===== src/rtl/flash_accel_pkg.sv =====
package flash_accel_pkg;

    typedef enum logic [1:0] {
        MODE_OFF  = 2'd0,
        MODE_SEQ  = 2'd1,
        MODE_FULL = 2'd2,
        MODE_RSVD = 2'd3
    } acc_mode_e;

    typedef enum logic {
        DST_PF = 1'b0,
        DST_BT = 1'b1
    } fill_dst_e;

    localparam int N_BUF = 2;

    // zero in the timing field selects the longest wait
    function automatic int unsigned wait_cycles(int unsigned tim, int unsigned lim);
        return (tim == 0) ? lim : tim;
    endfunction

    function automatic logic buf_usable(acc_mode_e m, logic seq);
        case (m)
            MODE_SEQ:  return seq;
            MODE_FULL: return 1'b1;
            default:   return 1'b0;
        endcase
    endfunction

    function automatic logic mode_active(acc_mode_e m);
        return (m == MODE_SEQ) || (m == MODE_FULL);
    endfunction

endpackage


===== src/rtl/fa_wait_ctr.sv =====
module fa_wait_ctr #(
    parameter int CNT_W = 4
) (
    input  logic             clk,
    input  logic             rst,
    input  logic             start,
    input  logic [CNT_W-1:0] len,
    output logic             busy,
    output logic             done
);
    logic [CNT_W-1:0] cnt_q;

    always_ff @(posedge clk) begin
        if (rst)                 cnt_q <= '0;
        else if (start)          cnt_q <= len;
        else if (cnt_q != '0)    cnt_q <= cnt_q - CNT_W'(1);
    end

    assign busy = (cnt_q != '0);
    assign done = (cnt_q == CNT_W'(1));

    // checker: length of each busy run
    logic [CNT_W-1:0] chk_len_q, chk_run_q;
    always_ff @(posedge clk) begin
        if (rst) begin
            chk_len_q <= '0;
            chk_run_q <= '0;
        end else if (start) begin
            chk_len_q <= len;
            chk_run_q <= '0;
        end else if (busy) begin
            chk_run_q <= chk_run_q + CNT_W'(1);
        end
    end

    p_run_len_r8: assert property (@(posedge clk) disable iff (rst)
        done |-> (chk_run_q == chk_len_q - CNT_W'(1)));
    p_len_nonzero_r8: assert property (@(posedge clk) disable iff (rst)
        start |-> (len != '0));
endmodule


===== src/rtl/fa_line_buf.sv =====
module fa_line_buf #(
    parameter int TAG_W  = 14,
    parameter int LINE_W = 128
) (
    input  logic              clk,
    input  logic              rst,
    input  logic              flush,
    input  logic              wr_en,
    input  logic [TAG_W-1:0]  wr_tag,
    input  logic [LINE_W-1:0] wr_line,
    input  logic [TAG_W-1:0]  lk_tag,
    output logic              lk_hit,
    output logic [LINE_W-1:0] lk_line
);
    logic              vld_q;
    logic [TAG_W-1:0]  tag_q;
    logic [LINE_W-1:0] line_q;

    always_ff @(posedge clk) begin
        if (rst || flush) begin
            vld_q <= 1'b0;
        end else if (wr_en) begin
            vld_q <= 1'b1;
        end
    end

    always_ff @(posedge clk) begin
        if (rst) begin
            tag_q  <= '0;
            line_q <= '0;
        end else if (wr_en && !flush) begin
            tag_q  <= wr_tag;
            line_q <= wr_line;
        end
    end

    assign lk_hit  = vld_q && (tag_q == lk_tag);
    assign lk_line = line_q;

    p_flush_empties_r9: assert property (@(posedge clk) disable iff (rst)
        flush |=> !lk_hit);
endmodule


===== src/rtl/flash_accel.sv =====
module flash_accel
    import flash_accel_pkg::*;
#(
    parameter int AW     = 16,
    parameter int WORD_W = 32,
    parameter int WPL    = 4,
    parameter int TIM_W  = 4
) (
    input  logic                    clk,
    input  logic                    rst,
    input  logic                    mode_we,
    input  logic [1:0]              mode_wdata,
    input  logic                    tim_we,
    input  logic [TIM_W-1:0]        tim_wdata,
    input  logic                    req_valid,
    output logic                    req_ready,
    input  logic [AW-1:0]           req_addr,
    input  logic                    req_seq,
    output logic                    rsp_valid,
    output logic [WORD_W-1:0]       rsp_data,
    output logic                    fl_rd,
    output logic [AW-$clog2(WPL)-1:0] fl_line,
    input  logic [WORD_W*WPL-1:0]   fl_rdata
);
    localparam int IDX_W   = $clog2(WPL);
    localparam int TAG_W   = AW - IDX_W;
    localparam int LINE_W  = WORD_W * WPL;
    localparam int TIM_MAX = (1 << TIM_W) - 1;

    // control registers
    acc_mode_e        mode_q;
    logic [TIM_W-1:0] tim_q;
    always_ff @(posedge clk) begin
        if (rst) begin
            mode_q <= MODE_OFF;
            tim_q  <= '0;
        end else begin
            if (mode_we) mode_q <= acc_mode_e'(mode_wdata);
            if (tim_we)  tim_q  <= tim_wdata;
        end
    end
    logic flush;
    assign flush = mode_we;

    // request decode
    logic [TAG_W-1:0] req_tag;
    logic [IDX_W-1:0] req_idx;
    assign req_tag = req_addr[AW-1:IDX_W];
    assign req_idx = req_addr[IDX_W-1:0];

    // buffers
    logic              fill_done;
    logic [N_BUF-1:0]  buf_hit, buf_wr;
    logic [LINE_W-1:0] buf_line [N_BUF];
    fill_dst_e         f_dst_q;
    logic [TAG_W-1:0]  f_tag_q;

    for (genvar b = 0; b < N_BUF; b++) begin : g_buf
        assign buf_wr[b] = fill_done && (int'(f_dst_q) == b);
        fa_line_buf #(.TAG_W(TAG_W), .LINE_W(LINE_W)) u_buf (
            .clk     (clk),
            .rst     (rst),
            .flush   (flush),
            .wr_en   (buf_wr[b]),
            .wr_tag  (f_tag_q),
            .wr_line (fl_rdata),
            .lk_tag  (req_tag),
            .lk_hit  (buf_hit[b]),
            .lk_line (buf_line[b])
        );
    end

    logic              hit_any, accept, pf_trig;
    logic [LINE_W-1:0] hit_line;
    assign hit_any  = (|buf_hit) && buf_usable(mode_q, req_seq);
    assign hit_line = buf_hit[int'(DST_PF)] ? buf_line[int'(DST_PF)] : buf_line[int'(DST_BT)];
    assign accept   = req_valid && req_ready;
    assign pf_trig  = mode_active(mode_q) && (req_idx == IDX_W'(WPL - 1));

    // fetch sequencing
    logic             busy, done;
    logic             f_dem_q, f_drop_q, pf_pend_q;
    logic [IDX_W-1:0] f_idx_q;
    logic [TAG_W-1:0] pf_tag_q;
    logic             start_dem, start_pf_hit, start_pf_chain, start;
    logic [TIM_W-1:0] wait_len;

    assign start_dem      = accept && !hit_any;
    assign start_pf_hit   = accept && hit_any && pf_trig;
    assign start_pf_chain = done && f_dem_q && pf_pend_q;
    assign start          = start_dem || start_pf_hit || start_pf_chain;
    assign wait_len       = TIM_W'(wait_cycles(int'(tim_q), TIM_MAX));
    assign fill_done      = done && !f_drop_q && mode_active(mode_q);

    fa_wait_ctr #(.CNT_W(TIM_W)) u_wait (
        .clk   (clk),
        .rst   (rst),
        .start (start),
        .len   (wait_len),
        .busy  (busy),
        .done  (done)
    );

    always_ff @(posedge clk) begin
        if (rst) begin
            f_dem_q   <= 1'b0;
            f_drop_q  <= 1'b0;
            f_dst_q   <= DST_PF;
            f_idx_q   <= '0;
            f_tag_q   <= '0;
            pf_pend_q <= 1'b0;
            pf_tag_q  <= '0;
        end else begin
            if (start_dem) begin
                f_dem_q   <= 1'b1;
                f_drop_q  <= 1'b0;
                f_dst_q   <= req_seq ? DST_PF : DST_BT;
                f_idx_q   <= req_idx;
                f_tag_q   <= req_tag;
                pf_pend_q <= pf_trig;
                pf_tag_q  <= req_tag + TAG_W'(1);
            end else if (start_pf_hit || start_pf_chain) begin
                f_dem_q   <= 1'b0;
                f_drop_q  <= 1'b0;
                f_dst_q   <= DST_PF;
                f_tag_q   <= start_pf_hit ? req_tag + TAG_W'(1) : pf_tag_q;
                pf_pend_q <= 1'b0;
            end
            if (flush) begin
                f_drop_q  <= 1'b1;
                pf_pend_q <= 1'b0;
            end
        end
    end

    // response
    always_ff @(posedge clk) begin
        if (rst) begin
            rsp_valid <= 1'b0;
            rsp_data  <= '0;
        end else begin
            rsp_valid <= (accept && hit_any) || (done && f_dem_q);
            if (accept && hit_any)
                rsp_data <= hit_line[req_idx*WORD_W +: WORD_W];
            else if (done && f_dem_q)
                rsp_data <= fl_rdata[f_idx_q*WORD_W +: WORD_W];
        end
    end

    assign req_ready = !busy;
    assign fl_rd     = busy;
    assign fl_line   = f_tag_q;

    p_off_never_fast_r2: assert property (@(posedge clk) disable iff (rst)
        (accept && !mode_active(mode_q)) |=> !rsp_valid);
    p_hit_next_cycle_r3: assert property (@(posedge clk) disable iff (rst)
        (accept && hit_any) |=> rsp_valid);
    p_line_hold_r8: assert property (@(posedge clk) disable iff (rst)
        (fl_rd && !done) |=> (fl_rd && $stable(fl_line)));
    p_rsp_cause_r10: assert property (@(posedge clk) disable iff (rst)
        rsp_valid |-> ($past(accept) || $past(done)));
endmodule


===== config.mk =====
export PLATFORM = sky130hd
export DESIGN_NAME = flash_accel
export DESIGN_NICKNAME = d
export VERILOG_FILES = /design/src/rtl/flash_accel_pkg.sv /design/src/rtl/fa_wait_ctr.sv /design/src/rtl/fa_line_buf.sv /design/src/rtl/flash_accel.sv
export SDC_FILE = /design/constraint.sdc
export NUM_CORES = 1
export LEC_CHECK = 0
export BUFFER_PORTS_ARGS = -buffer_cell sky130_fd_sc_hd__buf_4
export CAP_MARGIN = 20
export CORE_ASPECT_RATIO = 1.5
export CORE_MARGIN = 1
export CORE_UTILIZATION = 30
export DETAILED_ROUTE_END_ITERATION = 8
export GPL_ROUTABILITY_DRIVEN = 0
export PLACE_DENSITY = 0.55
export SYNTH_ARGS = -nofsm -noshare
export SYNTH_HDL_FRONTEND = slang
export SYNTH_SLANG_ARGS = --single-unit

===== constraint.sdc =====
create_clock -name clk -period 3.1 [get_ports clk]
set_input_delay 0.62 -clock clk [delete_from_list [all_inputs] [get_ports clk]]
set_output_delay 0.62 -clock clk [all_outputs]
set_load 0.03 [all_outputs]

==> run_results.csv <==
group,metric,value,unit
clock_network,cts_buffer_depth,3,
clock_network,clk_pin_slew,0.06,ns
detailed_routing,antenna_left,0,
timing,clock_skew,0.0227,ns
clock_network,ctsHoldBuffers,0,
power_and_ir_drop,switching_share,28.1,%
status,violations,"design-rule violations",
hold_path,min-delay-path-class,"input port to flop",
grt,grt_pass1_wl,81.6,mm
power_and_ir_drop,vdd_drop_max,0.000448,V
floorplan,core_area,0.0540,mm2
floorplan,fp-row-count,104,
grt,grt_max_degree,88,
worst_setup_path,crit_slowest_cell,"or4_4",
place,place_hpwl,35.1,mm
power_and_ir_drop,power_frac_clock,39.9,%
timing,drv_slew,0,
worst_setup_path,endpoint_kind,"flop",
logic_synthesis,synth-edff-count,0,
grt,first_global_vias,14072,
timing,post-route-min-period,2.64,ns
power_and_ir_drop,intPower,8.68,mW
logic_synthesis,synthCells,1886,
worst_setup_path,cp.arrival,3.11,ns
power_and_ir_drop,p_leak,6.84,nW
cells_and_area,drive_gt1_share,22.0,%
cells_and_area,fill_cells,5485,
detailed_routing,drt-initial-drc-count,809,
logic_synthesis,synth_fp_nets,2047,
logic_synthesis,yosysWarnings,0,
detailed_routing,vias,14286,
worst_setup_path,cp_cell_sequence,"xnor2_1 > nand4_1 > or4_4 > a211oi_2 > o21a_2 > nor3_1 > a211oi_1",
cells_and_area,multiInputGateArea,0.00855,mm2
cells_and_area,final_cell_count_no_fill,2756,
cells_and_area,seq_area,0.00727,mm2
logic_synthesis,synthArstFlopShare,0,%
place,port_buffers,204,
clock_network,post_cts_buffers,0,
timing,fin_hold_ws,0.311,ns
place,placed_cells,2682,
clock_network,cts_tree,"yes",
grt,grt_usage,18.8,%
grt,antenna_found_initial,8,
logic_synthesis,ys_types,49,
detailed_routing,routed_wl,52.6,mm
status,status,"finished with violations",
power_and_ir_drop,power_switching,3.40,mW
logic_synthesis,synth-main-ff-cell,"dfxtp_1",
floorplan,initial_core_util,30.6,%
timing,timing.fmax,378,MHz
timing,hold_viol_final,0,
logic_synthesis,synth_top_area_share,44.0,%
detailed_routing,drc,11,
logic_synthesis,synth_area_leaders,"dfxtp_1, nand2_1, mux4_2",
floorplan,die-width,194,um
clock_network,cts_buffers,39,
worst_setup_path,worst-path-buf-inv,0,
logic_synthesis,netlist_top_cells_count,"nand2_1, dfxtp_1, a21oi_1",
detailed_routing,routedWlPerCell,19.1,um
detailed_routing,via_per_inst,5.18,
clock_network,cts_root_buf,"clkbuf_16",
floorplan,die_h,289,um
timing,finalCritPeriodShare,85.3,%
timing,worstMarginPinSlew,0.929,ns
timing,maxSlewHeadroom,38.0,%
grt,grt_overflow_total,0,
logic_synthesis,yosysMostFrequentCell,"nand2_1",
power_and_ir_drop,power_frac_comb,17.8,%
worst_setup_path,cp_top_family,"simple AND/OR/NAND/NOR gates",
cells_and_area,finish.utilization,37.7,%
worst_setup_path,cp.required,3.57,ns
worst_setup_path,crit_fanout,11,
worst_setup_path,cpPeakStageDelay,0.60,ns
worst_setup_path,critical_path_class,"flop to flop",
clock_network,cts_max_level,2,
detailed_routing,first_pass_iters,7,
logic_synthesis,ys_ff_latch,363,
timing,setup_violations,0,
logic_synthesis,synth.largest_area_cell,"dfxtp_1",
clock_network,clock-sinks,363,
worst_setup_path,worstSetupStartpointType,"flop",
power_and_ir_drop,power,12.1,mW
floorplan,die-area,0.0560,mm2
logic_synthesis,syn_area,0.0165,mm2
power_and_ir_drop,seq_power_share,42.3,%
timing,rsz0062_at_grt,"false",
floorplan,ios,205,
clock_network,ctsResizeCount,0,
logic_synthesis,synth_area_per_cell,8.75,um2
cells_and_area,area_growth,23.4,%
power_and_ir_drop,p_per_area,593,mW/mm2
cells_and_area,final_nets,2196,
clock_network,clk_latency,0.56,ns
logic_synthesis,synth_seq_area_share,44.0,%
flow_run,cap_violations,0,
==> metrics by stage <==
step / setup TNS (ns) / setup WS, ns / instance area (um2)
finish: 0 / 0.457 / 20400
global route: 0 / 0.307 / 20400
CTS: 0 / 0.346 / 20300
detailed placement: -0.221 / -0.0667 / 19000
global placement: -0.0433 / -0.0137 / 19000
floorplan: 0 / 0.530 / 16500
==> worst reg2reg max path, cell delays in order, from the launching register on <==
cell and delay, ns:
dfxtp_1 0.32, xnor2_1 0.38, nand4_1 0.25, or4_4 0.60, a211oi_2 0.34, o21a_2 0.34
nor3_1 0.11, a211oi_1 0.23
==> power by group through the flow <==
stage	Clock [mW]	Sequential [mW]	Combinational [mW]
global placement	0	5.21	2.14
global route	5.12	5.14	2.34
detailed placement	0	5.21	2.15
finish	4.82	5.10	2.15
CTS	4.97	5.11	2.16
floorplan	0	5.26	1.18
==> routing by layer <==
metal	up-vias	wire length (um)	global-route usage [%]
li1	6831	-	-
met1	6928	21100	22.3
met2	401	26600	32.8
met3	120	2760	3.26
met4	6	2190	9.08
met5	-	38	0
==> cells by family after synthesis <==
| logic type | count (synthesis) | share of synthesized area [%] |
|---|---|---|
| muxes | 135 | 15.5 |
| AOI/OAI and AO/OA | 427 | 15.0 |
| and+or+nand+nor | 741 | 18.4 |
| DFF | 363 | 44.0 |
| buffers and inverters | 174 | 4.53 |
| xor gates and xnor gates | 41 | 2.27 |
| adders and majority gates | 5 | 0.379 |
==> final cells by class <==
cell class                 instances  share of cell area, %
multi-input combinational       1349                   42.0
sequential                       363                   35.7
timing repair buffer             273                   11.5
clock buffer                      59                   5.76
tap                              689                   4.23
clock inverter                     9                  0.620
inverter                           9                  0.166
antenna                            5                 0.0614
==> path summary, 6_finish.rpt <==
kind	to	slack (ns)	cells after the start	start
max reg2reg	u_wait.cnt_q[0]$_SDFFE_PP0P_	0.46	7	g_buf[0].u_buf.tag_q[11]$_SDFFE_PP0P_
min	mode_q[0]$_SDFFE_PP0P_	0.31	3	mode_wdata[0]
min reg2reg	g_buf[0].u_buf.lk_line[44]$_SDFFE_PP0P_	0.45	2	g_buf[0].u_buf.lk_line[44]$_SDFFE_PP0P_
max	u_wait.cnt_q[0]$_SDFFE_PP0P_	0.46	7	g_buf[0].u_buf.tag_q[11]$_SDFFE_PP0P_
==> state kept, by name, summed over array words and instances, names as in the netlist <==
register,flops
g_buf.u_buf.lk_line,256
rsp_data,32
g_buf.u_buf.tag_q,28
fl_line,14
pf_tag_q,14
tim_q,4
u_wait.cnt_q,4
f_idx_q,2
g_buf.u_buf.vld_q,2
mode_q,2
f_dem_q,1
f_drop_q,1
f_dst_q,1
pf_pend_q,1
rsp_valid,1
==> layout by cell type, fill, tap and decap left out, drive strengths merged, types with 4 or more instances in the layout <==
cell     synthesis  routed
nand2          610     610
dfxtp          363     363
a21oi          309     309
buf             47     273
mux4            96      96
a211oi          77      77
clkbuf         118      59
mux2i           39      39
nor2            37      37
xnor2           36      36
nor2b           32      32
nand4           15      15
nand3           13      13
nor3            12      12
inv              9      10
o21ai            7       7
a22oi            6       6
diode            0       5
xor2             5       5
a311oi           5       5
o221ai           5       5
ha               5       5
nor4             5       5
a2bb2oi          4       4
clkinv           0       4
or3              4       4
and3             4       4
Power figures use the tool's default switching activity.
